File: config.mk
export PLATFORM = sky130hd
export DESIGN_NAME = optsel_regbank
export DESIGN_NICKNAME = d
export VERILOG_FILES = /design/src/rtl/optsel_pkg.sv /design/src/rtl/optsel_cfg_regs.sv /design/src/rtl/optsel_ccheck.sv /design/src/rtl/optsel_subaddr.sv /design/src/rtl/optsel_regbank.sv
export SDC_FILE = /design/constraint.sdc
export NUM_CORES = 1
export LEC_CHECK = 0
export BUFFER_PORTS_ARGS = -buffer_cell sky130_fd_sc_hd__buf_4
export CORE_MARGIN = 2
export CORE_UTILIZATION = 50
export DETAILED_ROUTE_END_ITERATION = 8
export PLACE_DENSITY = 0.79
export SLEW_MARGIN = 40
export SYNTH_ARGS = -nofsm -noshare
export SYNTH_HDL_FRONTEND = slang
export SYNTH_SLANG_ARGS = --single-unit
File: constraint.sdc
create_clock -name clk -period 5.15 [get_ports clk]
set_clock_uncertainty 0.15 [all_clocks]
set_input_delay 0 -clock clk [delete_from_list [all_inputs] [get_ports clk]]
set_output_delay 0 -clock clk [all_outputs]
set_load 0.05 [all_outputs]
File: src/rtl/optsel_pkg.sv
package optsel_pkg;

  typedef enum logic [2:0] {
    RA_ID_LO  = 3'd0,
    RA_ID_HI  = 3'd1,
    RA_CFG_A  = 3'd2,
    RA_CFG_B  = 3'd3,
    RA_MEMWIN = 3'd4,
    RA_CTRL   = 3'd5,
    RA_CCSA   = 3'd6,
    RA_PORT   = 3'd7
  } reg_addr_e;

  // Field positions in the control register
  localparam int CTRL_MODE_BIT  = 6;
  localparam int CTRL_SPACE_BIT = 0;
  localparam int STAT_PEND_BIT  = 7;

  // Product-data ROM: generated byte per address
  function automatic logic [7:0] rom_byte(input logic [7:0] a);
    logic [7:0] v;
    v = (a * 8'd37) + 8'd11;
    return v;
  endfunction

endpackage

File: src/rtl/optsel_cfg_regs.sv
module optsel_cfg_regs #(
  parameter int DW     = 8,
  parameter int CFGA_W = 6,
  parameter int CFGB_W = 7
) (
  input  logic              clk,
  input  logic              rst_n,
  input  logic              we_cfg_a,
  input  logic              we_cfg_b,
  input  logic              we_memwin,
  input  logic              we_ctrl,
  input  logic [DW-1:0]     wdata,
  output logic [CFGA_W-1:0] cfg_a_q,
  output logic [CFGB_W-1:0] cfg_b_q,
  output logic [DW-1:0]     memwin_q,
  output logic [DW-1:0]     ctrl_q
);

  logic [CFGA_W-1:0] cfg_a_d;
  logic [CFGB_W-1:0] cfg_b_d;
  logic [DW-1:0]     memwin_d;
  logic [DW-1:0]     ctrl_d;

  always_comb begin
    cfg_a_d  = cfg_a_q;
    cfg_b_d  = cfg_b_q;
    memwin_d = memwin_q;
    ctrl_d   = ctrl_q;
    if (we_cfg_a)  cfg_a_d  = wdata[CFGA_W-1:0];
    if (we_cfg_b)  cfg_b_d  = wdata[CFGB_W-1:0];
    if (we_memwin) memwin_d = wdata;
    if (we_ctrl)   ctrl_d   = wdata;
  end

  always_ff @(posedge clk or negedge rst_n) begin
    if (!rst_n) begin
      cfg_a_q  <= '0;
      cfg_b_q  <= '0;
      memwin_q <= '0;
      ctrl_q   <= '0;
    end else begin
      cfg_a_q  <= cfg_a_d;
      cfg_b_q  <= cfg_b_d;
      memwin_q <= memwin_d;
      ctrl_q   <= ctrl_d;
    end
  end

endmodule

File: src/rtl/optsel_ccheck.sv
module optsel_ccheck (
  input  logic clk,
  input  logic rst_n,
  input  logic err_in,
  input  logic ack_clr,
  output logic pend_q
);

  logic pend_d;

  // a fresh error outranks an acknowledge in the same cycle
  always_comb begin
    pend_d = pend_q;
    if (ack_clr) pend_d = 1'b0;
    if (err_in)  pend_d = 1'b1;
  end

  always_ff @(posedge clk or negedge rst_n) begin
    if (!rst_n) pend_q <= 1'b0;
    else        pend_q <= pend_d;
  end

endmodule

File: src/rtl/optsel_subaddr.sv
module optsel_subaddr #(
  parameter int DW        = 8,
  parameter int ROM_BYTES = 256,
  parameter int N_SUB     = 4,
  localparam int PTR_W    = $clog2(ROM_BYTES),
  localparam int SUB_AW   = $clog2(N_SUB)
) (
  input  logic             clk,
  input  logic             rst_n,
  input  logic             ptr_we,
  input  logic [PTR_W-1:0] ptr_wdata,
  input  logic             ptr_adv,
  input  logic             sub_we,
  input  logic [DW-1:0]    sub_wdata,
  input  logic             space_sub,
  output logic [PTR_W-1:0] ptr_q,
  output logic [DW-1:0]    port_data
);

  logic [PTR_W-1:0] ptr_d;
  logic [DW-1:0]    sub_q [N_SUB];
  logic [SUB_AW-1:0] sub_idx;

  assign sub_idx = ptr_q[SUB_AW-1:0];

  always_comb begin
    ptr_d = ptr_q;
    if (ptr_we)       ptr_d = ptr_wdata;
    else if (ptr_adv) ptr_d = ptr_q + 1'b1;
  end

  always_ff @(posedge clk or negedge rst_n) begin
    if (!rst_n) ptr_q <= '0;
    else        ptr_q <= ptr_d;
  end

  for (genvar g = 0; g < N_SUB; g++) begin : g_sub
    logic          hit;
    logic [DW-1:0] nxt;
    assign hit = sub_we && (sub_idx == SUB_AW'(g));
    always_comb begin
      nxt = sub_q[g];
      if (hit) nxt = sub_wdata;
    end
    always_ff @(posedge clk or negedge rst_n) begin
      if (!rst_n) sub_q[g] <= '0;
      else        sub_q[g] <= nxt;
    end
  end

  always_comb begin
    if (space_sub) port_data = sub_q[sub_idx];
    else           port_data = DW'(optsel_pkg::rom_byte(ptr_q));
  end

endmodule

File: src/rtl/optsel_regbank.sv
module optsel_regbank #(
  parameter int          DW        = 8,
  parameter logic [15:0] ADAPTER_ID = 16'h5A3C,
  parameter int          ROM_BYTES = 256,
  parameter int          N_SUB     = 4,
  parameter int          IRQ_W     = 3,
  parameter int          ARB_W     = 4
) (
  input  logic             clk,
  input  logic             rst_n,
  input  logic [2:0]       addr,
  input  logic             wr_en,
  input  logic             rd_en,
  input  logic [DW-1:0]    wdata,
  output logic [DW-1:0]    rdata,
  input  logic             bus_err,
  output logic             card_en,
  output logic [IRQ_W-1:0] irq_level,
  output logic             byte_order,
  output logic             wait_state,
  output logic [ARB_W-1:0] arb_level,
  output logic             fairness,
  output logic             dma_en,
  output logic             stream_en
);
  import optsel_pkg::*;

  localparam int CFGA_W = 1 + IRQ_W + 2;
  localparam int CFGB_W = ARB_W + 3;
  localparam int PTR_W  = $clog2(ROM_BYTES);

  reg_addr_e sel;
  assign sel = reg_addr_e'(addr);

  logic [CFGA_W-1:0] cfg_a;
  logic [CFGB_W-1:0] cfg_b;
  logic [DW-1:0]     memwin;
  logic [DW-1:0]     ctrl;
  logic              sub_mode;
  logic              space_sub;
  logic              chk_pend;
  logic [PTR_W-1:0]  sub_ptr;
  logic [DW-1:0]     port_data;

  assign sub_mode  = ctrl[CTRL_MODE_BIT];
  assign space_sub = ctrl[CTRL_SPACE_BIT];

  // write decode
  logic we_cfg_a, we_cfg_b, we_memwin, we_ctrl, we_ccsa, we_port, rd_port;
  assign we_cfg_a  = wr_en && (sel == RA_CFG_A);
  assign we_cfg_b  = wr_en && (sel == RA_CFG_B);
  assign we_memwin = wr_en && (sel == RA_MEMWIN);
  assign we_ctrl   = wr_en && (sel == RA_CTRL);
  assign we_ccsa   = wr_en && (sel == RA_CCSA);
  assign we_port   = wr_en && (sel == RA_PORT);
  assign rd_port   = rd_en && (sel == RA_PORT);

  optsel_cfg_regs #(.DW(DW), .CFGA_W(CFGA_W), .CFGB_W(CFGB_W)) u_cfg (
    .clk       (clk),
    .rst_n     (rst_n),
    .we_cfg_a  (we_cfg_a),
    .we_cfg_b  (we_cfg_b),
    .we_memwin (we_memwin),
    .we_ctrl   (we_ctrl),
    .wdata     (wdata),
    .cfg_a_q   (cfg_a),
    .cfg_b_q   (cfg_b),
    .memwin_q  (memwin),
    .ctrl_q    (ctrl)
  );

  logic ack_clr;
  assign ack_clr = we_ccsa && !sub_mode && !wdata[STAT_PEND_BIT];

  optsel_ccheck u_ccheck (
    .clk     (clk),
    .rst_n   (rst_n),
    .err_in  (bus_err),
    .ack_clr (ack_clr),
    .pend_q  (chk_pend)
  );

  optsel_subaddr #(.DW(DW), .ROM_BYTES(ROM_BYTES), .N_SUB(N_SUB)) u_sub (
    .clk       (clk),
    .rst_n     (rst_n),
    .ptr_we    (we_ccsa && sub_mode),
    .ptr_wdata (wdata[PTR_W-1:0]),
    .ptr_adv   (rd_port && sub_mode),
    .sub_we    (we_port && sub_mode && space_sub),
    .sub_wdata (wdata),
    .space_sub (space_sub),
    .ptr_q     (sub_ptr),
    .port_data (port_data)
  );

  // read path
  logic [DW-1:0] rd_nxt;
  logic [DW-1:0] rdata_q;
  logic [DW-1:0] stat_byte;

  always_comb begin
    stat_byte = '0;
    stat_byte[STAT_PEND_BIT] = chk_pend;
  end

  always_comb begin
    unique case (sel)
      RA_ID_LO:  rd_nxt = DW'(ADAPTER_ID[7:0]);
      RA_ID_HI:  rd_nxt = DW'(ADAPTER_ID[15:8]);
      RA_CFG_A:  rd_nxt = DW'(cfg_a);
      RA_CFG_B:  rd_nxt = DW'(cfg_b);
      RA_MEMWIN: rd_nxt = memwin;
      RA_CTRL:   rd_nxt = ctrl;
      RA_CCSA:   rd_nxt = sub_mode ? DW'(sub_ptr) : stat_byte;
      RA_PORT:   rd_nxt = sub_mode ? port_data : '0;
      default:   rd_nxt = '0;
    endcase
  end

  always_ff @(posedge clk or negedge rst_n) begin
    if (!rst_n)     rdata_q <= '0;
    else if (rd_en) rdata_q <= rd_nxt;
  end

  assign rdata = rdata_q;

  // decoded configuration fields
  assign card_en    = cfg_a[0];
  assign irq_level  = cfg_a[IRQ_W:1];
  assign byte_order = cfg_a[IRQ_W+1];
  assign wait_state = cfg_a[IRQ_W+2];
  assign arb_level  = cfg_b[ARB_W-1:0];
  assign fairness   = cfg_b[ARB_W];
  assign dma_en     = cfg_b[ARB_W+1];
  assign stream_en  = cfg_b[ARB_W+2];

endmodule

Word-level counts from Yosys, hierarchy flattened

Index checks and enable logic that the tools add are counted.

Bits in registers: 78
Input port bits: 16
Output and inout bits: 21
Logic and storage cells: 60

Add/sub/neg operators: 2
Multiply operators: 1
$lt $le $gt $ge: 1
Equality and inequality tests: 10
Multiplexer cells: 11
Bitwise logic cells: 1
Reductions and logical operators: 23

Operator list:

| kind                  | number |
|---|---|
| $pmux W8 S8           | 1 |
| $mux W8               | 7 |
| $logic_and A1 B1 Y1   | 17 |
| $bmux W8 S2           | 1 |
| $eq A3 B3 Y1 const B  | 4 |
| $add A8 B1 Y8 const B | 1 |
| $add A8 B4 Y8 const B | 1 |
| $mul A8 B6 Y8 const B | 1 |
| $eq A3 B2 Y1 const B  | 2 |
| $eq A2 B2 Y1 const B  | 2 |
| $reduce_bool A2 Y1    | 2 |
| $eq A3 B1 Y1 const B  | 1 |
| $ge A3 B3 Y1 const B  | 1 |
| $logic_not A3 Y1      | 1 |
| $not A2 Y3            | 1 |
| $eq A2 B1 Y1 const B  | 1 |
| $logic_not A1 Y1      | 2 |
| $logic_not A2 Y1      | 1 |
| $mux W1               | 2 |

Longest topological paths before layout

Gate-level depths: netlist of the first run.

Depth after elaboration: 7
Depth in mapped cells: 12
Gate-level depth less buffers: 12

Cells and area by module

From an unflattened synthesis of the first run, not the netlist that was laid out.

Cells, all modules: 350
Area, all modules: 4453.0 um2

Modules (own cells, without submodules):

| module          | instances | cells an instance | area each (um2) |
|---|---|---|---|
| optsel_subaddr  | 1         | 188               | 2354.8 |
| optsel_cfg_regs | 1         | 62                | 1206.2 |
| optsel_regbank  | 1         | 97                | 855.8 |
| optsel_ccheck   | 1         | 3                 | 36.3 |

Least setup slack after synthesis of the first run

No wires, ideal clock.

Path kind: register to register
From: reg u_sub.ptr_q[4]
To: reg rdata_q[7], in the netlist rdata[7]
Arrival time: 2743 ps
Required time: 4858 ps
Slack: 2115 ps
Stages on the path, launching flop included: 13
Buffers on the path: 0
Period minus slack after synthesis: 3035 ps
Cells stage by stage: dfrtp_1 ha_1 ha_1 inv_1 fa_1 inv_1 ha_1 ha_1 nor2_1 a211oi_1 xnor2_1 mux2i_1 o221ai_1

Cells in the longest elaborated chain, start to end: 5

RTL lines:

| element                | line                  | text |
|---|---|---|
| start, declared        | optsel_subaddr.sv:16  | `output logic [PTR_W-1:0] ptr_q,` |
| start signal, assigned | optsel_subaddr.sv:34  | `else ptr_q <= ptr_d;` |
| $mul A8 B6 Y8          | optsel_pkg.sv:22      | `v = (a * 8'd37) + 8'd11;` |
| $add A8 B4 Y8          | optsel_pkg.sv:22      |  |
| $mux W8                | optsel_subaddr.sv:52  | `if (space_sub) port_data = sub_q[sub_idx];` |
| $mux W8                | optsel_regbank.sv:115 | `RA_PORT: rd_nxt = sub_mode ? port_data : '0;` |
| $pmux W8 S8            | optsel_regbank.sv:107 | `unique case (sel)` |
| end signal, assigned   | optsel_regbank.sv:122 | `else if (rd_en) rdata_q <= rd_nxt;` |
| end, declared          | optsel_regbank.sv:98  | `logic [DW-1:0] rdata_q;` |

Every way passes these cells.
A chain may end at the register's enable or synchronous reset.

Worst setup path after layout of the first run

From: reg u_sub.ptr_q[1]
To: reg rdata_q[7], in the netlist rdata[7]

Cells in the longest elaborated chain, start to end: 7

RTL lines:

| element                                               | line |
|---|---|
| branches (longest 4 deep; another with $mul A8 B6 Y8) | -- |
| $mux W8 *                                             | optsel_subaddr.sv:52 |
| $mux W8 *                                             | optsel_regbank.sv:115 |
| $pmux W8 S8 *                                         | optsel_regbank.sv:107 |

Mark *: on every way between the ends. The select of a mux whose other input is x is not followed.

==> summary.md, run 1 <==
| Metric | Value |
|---|---|
| Cells after Synth | `between 300 and 400` |
| Layout cells sized above 1 | `29.7%` |
| Delay-heaviest family, CP | `adder cells` |
| Worst-margin pin slew | `746 ps` |
| Synth warnings | `0` |
| Status | `completed` |
| Critical-path maximum fanout | `19` |
| Fin. Hold Viols | `0` |
| Final nets | `449` |
| Slowest CP cell | `dfrtp_1` |
| Routed vias | `3179` |
| Tot Pwr | `about 2.3 mW` |
| Static Leak | `2.38 nW` |
| HP Class | `input pin to asynchronous set/reset pin` |
| Syn nets | `404` |
| Largest net degree at the start of global routing | `79` |
| Cell area after placement | `approximately 4600 um^2` |
| Die Wd | `96.7 um` |
| Area growth from synthesis to layout | `16.0%` |
| I/O Buffers | `36` |
| Post-CTS resize count | `0` |
| Crit path DAT | `3420 ps` |
| CP endpoint kind | `register` |
| First DRT Iteration DRCs | `around 260` |
| Num rows | `33` |
| N_diodes | `0` |
| Syn_area_per_cell | `11.8 um^2` |
| First-pass GRT wire length | `17.3 mm` |
| RSZ-0062 raised after global routing | `no` |
| Clock transition at the registers of the reported paths | `80 ps` |
| Clk sinks | `78` |
| Number of fill cells | `652` |
| Clock Latency Late Sink | `360 ps` |
| H-tree depth | `3` |
| Maximum vdd drop | `about 0.23 mV` |
| Post-synth EDFFs | `0` |
| Final ANT Viol Nets | `0` |
| Initial Util | `approximately 52%` |
| WP data required | `between 5000 and 6000 ps` |
| Cts bufs inserted | `9` |
| I/O Pins | `37` |
| Total track usage | `23.2%` |
| Max-cap violation count | `0` |
| Root Driver | `clkbuf_8` |
| Most frequent CP cell | `ha_1` |
| Number of synthesized register bits | `78` |
| Wire per inst | `19.8 um` |
| Synth cell types | `53` |
| Setup violations, final | `0` |
| Top_reg_cell synth | `dfrtp_1` |
| Period Utilization, post-route | `about two thirds` |
| Core Area | `8260 um^2` |
| Post-CTS Setup Bufs | `0` |
| Worst Path Class, Setup | `register to register` |
| Post-DP HPWL | `6.98 mm` |
| Bufs on Longest Clock Path | `2` |
| Post-synthesis sequential area ratio | `45.4%` |
| Antenna violations before repair | `0` |
| Die Ht | `96.7 um` |
| Drt pass-1 iters | `5` |
| Pins Over Slew Limit | `0` |
| Synth Cell Area | `4300 um^2` |
| CP Buf/Inv Count | `2` |
| Fmax | `298 MHz` |
| Pwr per Cell Area | `465 nW/um^2` |
| Max incr delay on CP | `between 600 and 700 ps` |
| Die area | `a little over 9000 um^2` |
| GPL Wtd Cong | `about 0.85` |
| Critical path cell sequence | `ha_1, inv_1, fa_1, inv_1, ha_1, ha_1, nor2_1, a211oi_1, xnor2_1, mux2i_1, o221ai_1` |
| Vias per cell | `6.13` |
| Vias in the first global route | `3338` |
| Grt total ovfl | `0` |
| Final wirelength | `10.3 mm` |
| Worst setup SP type | `register` |
| Minimum clock period | `about 3400 ps` |
| Setup_tns | `0 ps` |
| TritonCTS clock tree | `yes` |
| Worst path depth | `11` |
| Async S/R FF share, synth | `100%` |
| Design Area, Final | `4980 um^2` |
| Hold-fix buffers at CTS | `19` |
| R2R cell count | `11` |
| Slew HR | `just over 50%` |
| DRC errors left | `0` |
final timing paths:
| path | from | end | slack (ps) |
|---|---|---|---|
| worst min register to register | u_sub.sub_q[23] | u_sub.sub_q[23] | 360 |
| worst max-delay path | u_sub.ptr_q[1] | rdata[7] | 1790 |
| worst min-delay path | rst_n | u_cfg.cfg_a_q[4] | 70 |
| min in group clk | wr_en | u_cfg.memwin_q[5] | 110 |
| max in group asynchronous | rst_n | u_sub.sub_q[0] | 4270 |
| worst max register to register | u_sub.ptr_q[1] | rdata[7] | 1790 |
synthesized netlist by cell type, types with 2 or more instances:
cell / n / area [um^2]
dfrtp_1: 78 / 1950
mux2_2: 56 / 631
ha_1: 21 / 263
nand2_1: 21 / 78.8
inv_1: 19 / 71.3
nor2_1: 17 / 63.8
o21ai_0: 14 / 70.1
a21oi_1: 11 / 55.1
nand3_1: 10 / 50.1
and3_1: 9 / 56.3
buf_2: 7 / 35.0
mux4_2: 7 / 158
a221oi_1: 6 / 52.6
clkbuf_1: 6 / 22.5
mux2i_1: 5 / 50.1
nor2b_1: 5 / 31.3
a211oi_1: 4 / 30.0
a32oi_1: 4 / 35.0
buf_6: 4 / 45.0
nand2_4: 4 / 45.0
nor3_1: 4 / 20.0
xnor2_1: 4 / 35.0
a21o_1: 3 / 22.5
a221o_1: 3 / 30.0
a22oi_1: 3 / 22.5
buf_1: 3 / 11.3
o211ai_1: 3 / 22.5
a31oi_1: 2 / 12.5
fa_1: 2 / 40.0
inv_2: 2 / 7.51
nand2b_1: 2 / 12.5
o221ai_1: 2 / 17.5
o311ai_0: 2 / 17.5
xnor3_1: 2 / 45.0
xor2_1: 2 / 17.5
cells in the final DEF, fill, tap and decap left out, types with 3 or more instances in the layout:
cell / instances
a21oi_1: 11
o21ai_0: 14
a32oi_1: 4
a221o_1: 3
mux4_2: 7
a211oi_1: 4
clkbuf_8: 9
inv_1: 19
ha_1: 21
mux2i_1: 5
mux2_2: 56
nand2_1: 21
a221oi_1: 6
nor2b_1: 5
a21o_1: 3
a22oi_1: 3
xnor2_1: 4
o211ai_1: 3
nand2_4: 4
nor2_1: 17
and3_1: 9
buf_4: 35
dlygate4sd3_1: 19
dfrtp_1: 78
nand3_1: 10
nor3_1: 4
per-layer routing:
| metal | global-route usage (%) | part of all wire (%) | up-vias |
|---|---|---|---|
| met4 | 6.07 | 2.1 | 0 |
| met3 | 5.49 | 6.7 | 27 |
| met5 | 0 | 0 | - |
| met1 | 30.9 | 43 | 1603 |
| li1 | - | - | 1417 |
| met2 | 38.3 | 49 | 132 |
registers in the layout, summed over array words and instances (netlist names):
register / cells
u_cfg.ctrl_q: 8
u_cfg.cfg_b_q: 7
rdata: 8
u_cfg.memwin_q: 8
u_cfg.cfg_a_q: 6
u_ccheck.pend_q: 1
u_sub.sub_q: 32
u_sub.ptr_q: 8
layout make-up:
type / count / area, um^2 / share of cell area [%]
multi-input cells: 245 / 2140 / 43.0
flip-flops and latches: 78 / 1950 / 39.2
repair buffers: 55 / 464 / 9.32
well taps: 105 / 131 / 2.64
clock buffers: 10 / 128 / 2.56
clock inverters: 5 / 83.8 / 1.68
inverters: 21 / 78.8 / 1.58
worst reg2reg max path, stage by stage, from the launching register on:
cell and delay (ps):
dfrtp_1 670, ha_1 430, inv_1 60, fa_1 540
inv_1 50, ha_1 290, ha_1 330, nor2_1 60
a211oi_1 270, xnor2_1 110, mux2i_1 140, o221ai_1 110
cells by family after synthesis:
| family | share of synthesized area [%] |
|---|---|
| compound gates | 10.6 |
| xor+xnor | 2.27 |
| fa+ha+maj | 7.05 |
| buf+inv | 4.66 |
| flops | 45.4 |
| mux | 20.1 |
| simple gates | 9.87 |
metrics by stage:
stage	hold WS [ps]	worst slack [ps]	util, %	cells
final	74.2	1790	60.3	519
after global placement	27.2	1940	55.4	485
after CTS	86.1	1790	60.3	519
after detailed placement	-70.8	1800	55.5	485
after global routing	149	1640	60.3	519
after floorplan	-446	2110	-	365
power breakdown:
| part | total [mW] | internal, mW | switching, mW |
|---|---|---|---|
| logic | 0.941 | 0.427 | 0.514 |
| clock network | 0.502 | 0.272 | 0.230 |
| registers | 0.872 | 0.727 | 0.145 |
| total | 2.32 | 1.43 | 0.889 |
Note: power is estimated with default switching activity, not from simulation.
==> inputs of run 2 (changes only) <==
--- a/config.mk
+++ b/config.mk
@@ -9,7 +9,7 @@
 export CORE_MARGIN = 2
 export CORE_UTILIZATION = 50
 export DETAILED_ROUTE_END_ITERATION = 8
-export PLACE_DENSITY = 0.79
+export PLACE_DENSITY = 0.81
 export SLEW_MARGIN = 40
 export SYNTH_ARGS = -nofsm -noshare
 export SYNTH_HDL_FRONTEND = slang
==> constraint.sdc (replaced) <==
create_clock -name clk -period 2.85 [get_ports clk]
set_clock_uncertainty 0.15 [all_clocks]
set_input_delay 0 -clock clk [delete_from_list [all_inputs] [get_ports clk]]
set_output_delay 0 -clock clk [all_outputs]
set_load 0.05 [all_outputs]
==> run 2 against run 1 <==
Against the previous run: the flow now finishes with violations (setup timing); critical path depth is 1 lower; core utilization grew 2.0 points; die area unchanged; first-iteration DRC count grew 4.2%; final cell count up 2.1%; register-to-register slack got worse by 1800 ps; largest cell class unchanged.
==> summary.md, run 2 (synthesized netlist as in run 1, its figures left out) <==
| Metric | Value |
|---|---|
| I/O Buffers | `36 (unchanged)` |
| H-tree depth | `3 (unchanged)` |
| Clock Latency Late Sink | `360 ps (about the same)` |
| Worst setup SP type | `register` |
| Vias in the first global route | `3198 (-4.2%)` |
| Final ANT Viol Nets | `0 (unchanged)` |
| Worst-margin pin slew | `711 ps (-34.7 ps)` |
| First-pass GRT wire length | `17.2 mm (-0.52%)` |
| Antenna violations before repair | `0 (unchanged)` |
| N_diodes | `0 (unchanged)` |
| Design Area, Final | `5150 um^2 (+3.3%)` |
| Post-DP HPWL | `7.21 mm (+3.4%)` |
| CP Buf/Inv Count | `0 (-2)` |
| Grt total ovfl | `0 (unchanged)` |
| Routed vias | `3212 (+1.0%)` |
| Static Leak | `2.41 nW (+1.3%)` |
| Period Utilization, post-route | `101% (+36 points)` |
| Most frequent cells in the layout | `78 x dfrtp_1, 56 x mux2_2, 43 x buf_4, 21 x nand2_1, 19 x dlygate4sd3_1` |
| Most frequent CP cell | `ha_1` |
| Die Wd | `96.7 um (unchanged)` |
| Die Ht | `96.7 um (unchanged)` |
| Critical-path maximum fanout | `3 (-16)` |
| Wire per inst | `20.0 um (+1.4%)` |
| Final nets | `459 (+2.2%)` |
| Maximum vdd drop | `0.433 mV (+87%)` |
| Area growth from synthesis to layout | `19.8%` |
| Crit path DAT | `2930 ps (-490 ps)` |
| Initial Util | `52.0% (unchanged)` |
| WP data required | `2910 ps (-2300 ps)` |
| Layout cells sized above 1 | `34.8% (+5.1 points)` |
| GPL Wtd Cong | `0.843 (-0.70%)` |
| Failing checks | `setup timing` |
| Fmax | `348 MHz (+17%)` |
| Max incr delay on CP | `380 ps (-290 ps)` |
| Pre-CTS setup slack | `-98.5 ps (-1900 ps)` |
| DRC errors left | `0 (unchanged)` |
| HP Class | `input pin to asynchronous set/reset pin` |
| Slew HR | `52.6% (+2.3 points)` |
| TritonCTS clock tree | `yes` |
| Fin. Hold Viols | `0 (unchanged)` |
| Commonest non-fill, non-tap cell in the layout | `dfrtp_1` |
| First DRT Iteration DRCs | `273 (+4.2%)` |
| Num rows | `33 (unchanged)` |
| Max-cap violation count | `0 (unchanged)` |
| Largest net degree at the start of global routing | `79 (unchanged)` |
| Bufs on Longest Clock Path | `2 (unchanged)` |
| Total track usage | `23.2% (+0.042 points)` |
| I/O Pins | `37 (unchanged)` |
| Clk sinks | `78 (unchanged)` |
| Largest register FFs | `32 (unchanged)` |
| Delay-heaviest family, CP | `adder cells` |
| Multi-input gate area | `2260 um^2 (+5.5%)` |
| Die area | `9350 um^2 (unchanged)` |
| Clock transition at the registers of the reported paths | `80 ps (about the same)` |
| Critical path cell sequence | `ha_1, ha_1, ha_1, ha_1, ha_1, nor3_2, a211oi_2, xnor2_1, mux2i_1, o221ai_1` |
| Final wirelength | `10.6 mm (+3.5%)` |
| Root Driver | `clkbuf_8` |
| CP endpoint kind | `register` |
| Cts bufs inserted | `9 (unchanged)` |
| Vias per cell | `6.06 (-1.1%)` |
| Register area | `1950 um^2 (unchanged)` |
| Pwr per Cell Area | `859 nW/um^2 (+85%)` |
| Setup violations, final | `1 (+1)` |
| RSZ-0062 raised after global routing | `yes` |
| Setup ws final | `-20.7 ps (-1810 ps)` |
| Worst Path Class, Setup | `register to register` |
| Drt pass-1 iters | `5 (unchanged)` |
| Pins Over Slew Limit | `0 (unchanged)` |
| Slowest CP cell | `dfrtp_1` |
| Number of fill cells | `624 (-4.3%)` |
| Minimum clock period | `2870 ps (-486 ps)` |
| Biggest register | `u_sub.sub_q` |
| Core Area | `8260 um^2 (unchanged)` |
| Status | `complete, but fails checks` |
| Cell area after placement | `4680 um^2 (+2.1%)` |
## run 2: worst paths after layout
| check | end | startpoint | cells past startpoint | slack (ps) |
|---|---|---|---|---|
| max in group asynchronous | u_cfg.cfg_b_q[6] | rst_n | 2 | 1970 |
| min in group clk | u_cfg.memwin_q[2] | wr_en | 5 | 120 |
| setup / recovery | rdata[7] | u_sub.ptr_q[3] | 10 | -20 |
| setup reg to reg | rdata[7] | u_sub.ptr_q[3] | 10 | -20 |
| hold reg to reg | u_sub.sub_q[10] | u_sub.sub_q[10] | 1 | 360 |
| hold / removal | u_cfg.cfg_b_q[2] | rst_n | 2 | 80 |
## run 2: repair_timing
item	CTS	global route
hold endpoints to repair	156	0
setup buffers	2	0
pin swaps	7	9
endpoints found under the setup margin	1	3
hold buffers	19	0
gates resized for setup	4	8
## run 2: final cells by class
class	instances	area share, %
Multi-Input combinational cell	245	44.0
Sequential cell	78	37.9
Timing Repair Buffer	65	10.6
Clock inverter	5	0.656
Tap cell	105	2.55
Inverter	21	1.53
Clock buffer	11	2.75
## run 2: stage by stage
| stage | instances | hold WS (ps) | setup TNS [ps] | power (mW) | utilization, % |
|---|---|---|---|---|---|
| global route | 530 | 166 | -158 | 4.70 | 62.3 |
| finish | 530 | 81.0 | -20.7 | 4.42 | 62.3 |
| detailed placement | 493 | -67.1 | -98.5 | 3.38 | 56.6 |
| CTS | 530 | 102 | -99.5 | 4.29 | 61.6 |
| floorplan | 365 | -446 | 0 | 2.89 | - |
| global placement | 493 | 28.6 | -5.52 | 3.29 | 56.6 |
## run 2: worst reg2reg max path, delay by kind of cell, from the launching register on
family | cells | cell delay (ps)
adder cells (fa/ha/maj) | 5 | 1500
flip-flops | 1 | 380
AND/OR/NAND/NOR | 1 | 230
AO/OA/AOI/OAI | 2 | 200
multiplexers | 1 | 140
XOR/XNOR | 1 | 130
## run 2: layer usage
metal  vias to the layer above  global-route usage, %  routed length [um]
met4                         0                   6.07                 159
met1                      1634                   32.4                4520
li1                       1437                      -                   -
met5                         -                      0                   0
met2                       123                   36.9                5150
met3                        18                   5.42                 782
## run 2: where the power goes
group          internal, mW  switching, mW  total [mW]
Sequential             1.32          0.168        1.48
Clock                 0.340          0.412       0.753
Combinational          1.03           1.15        2.18
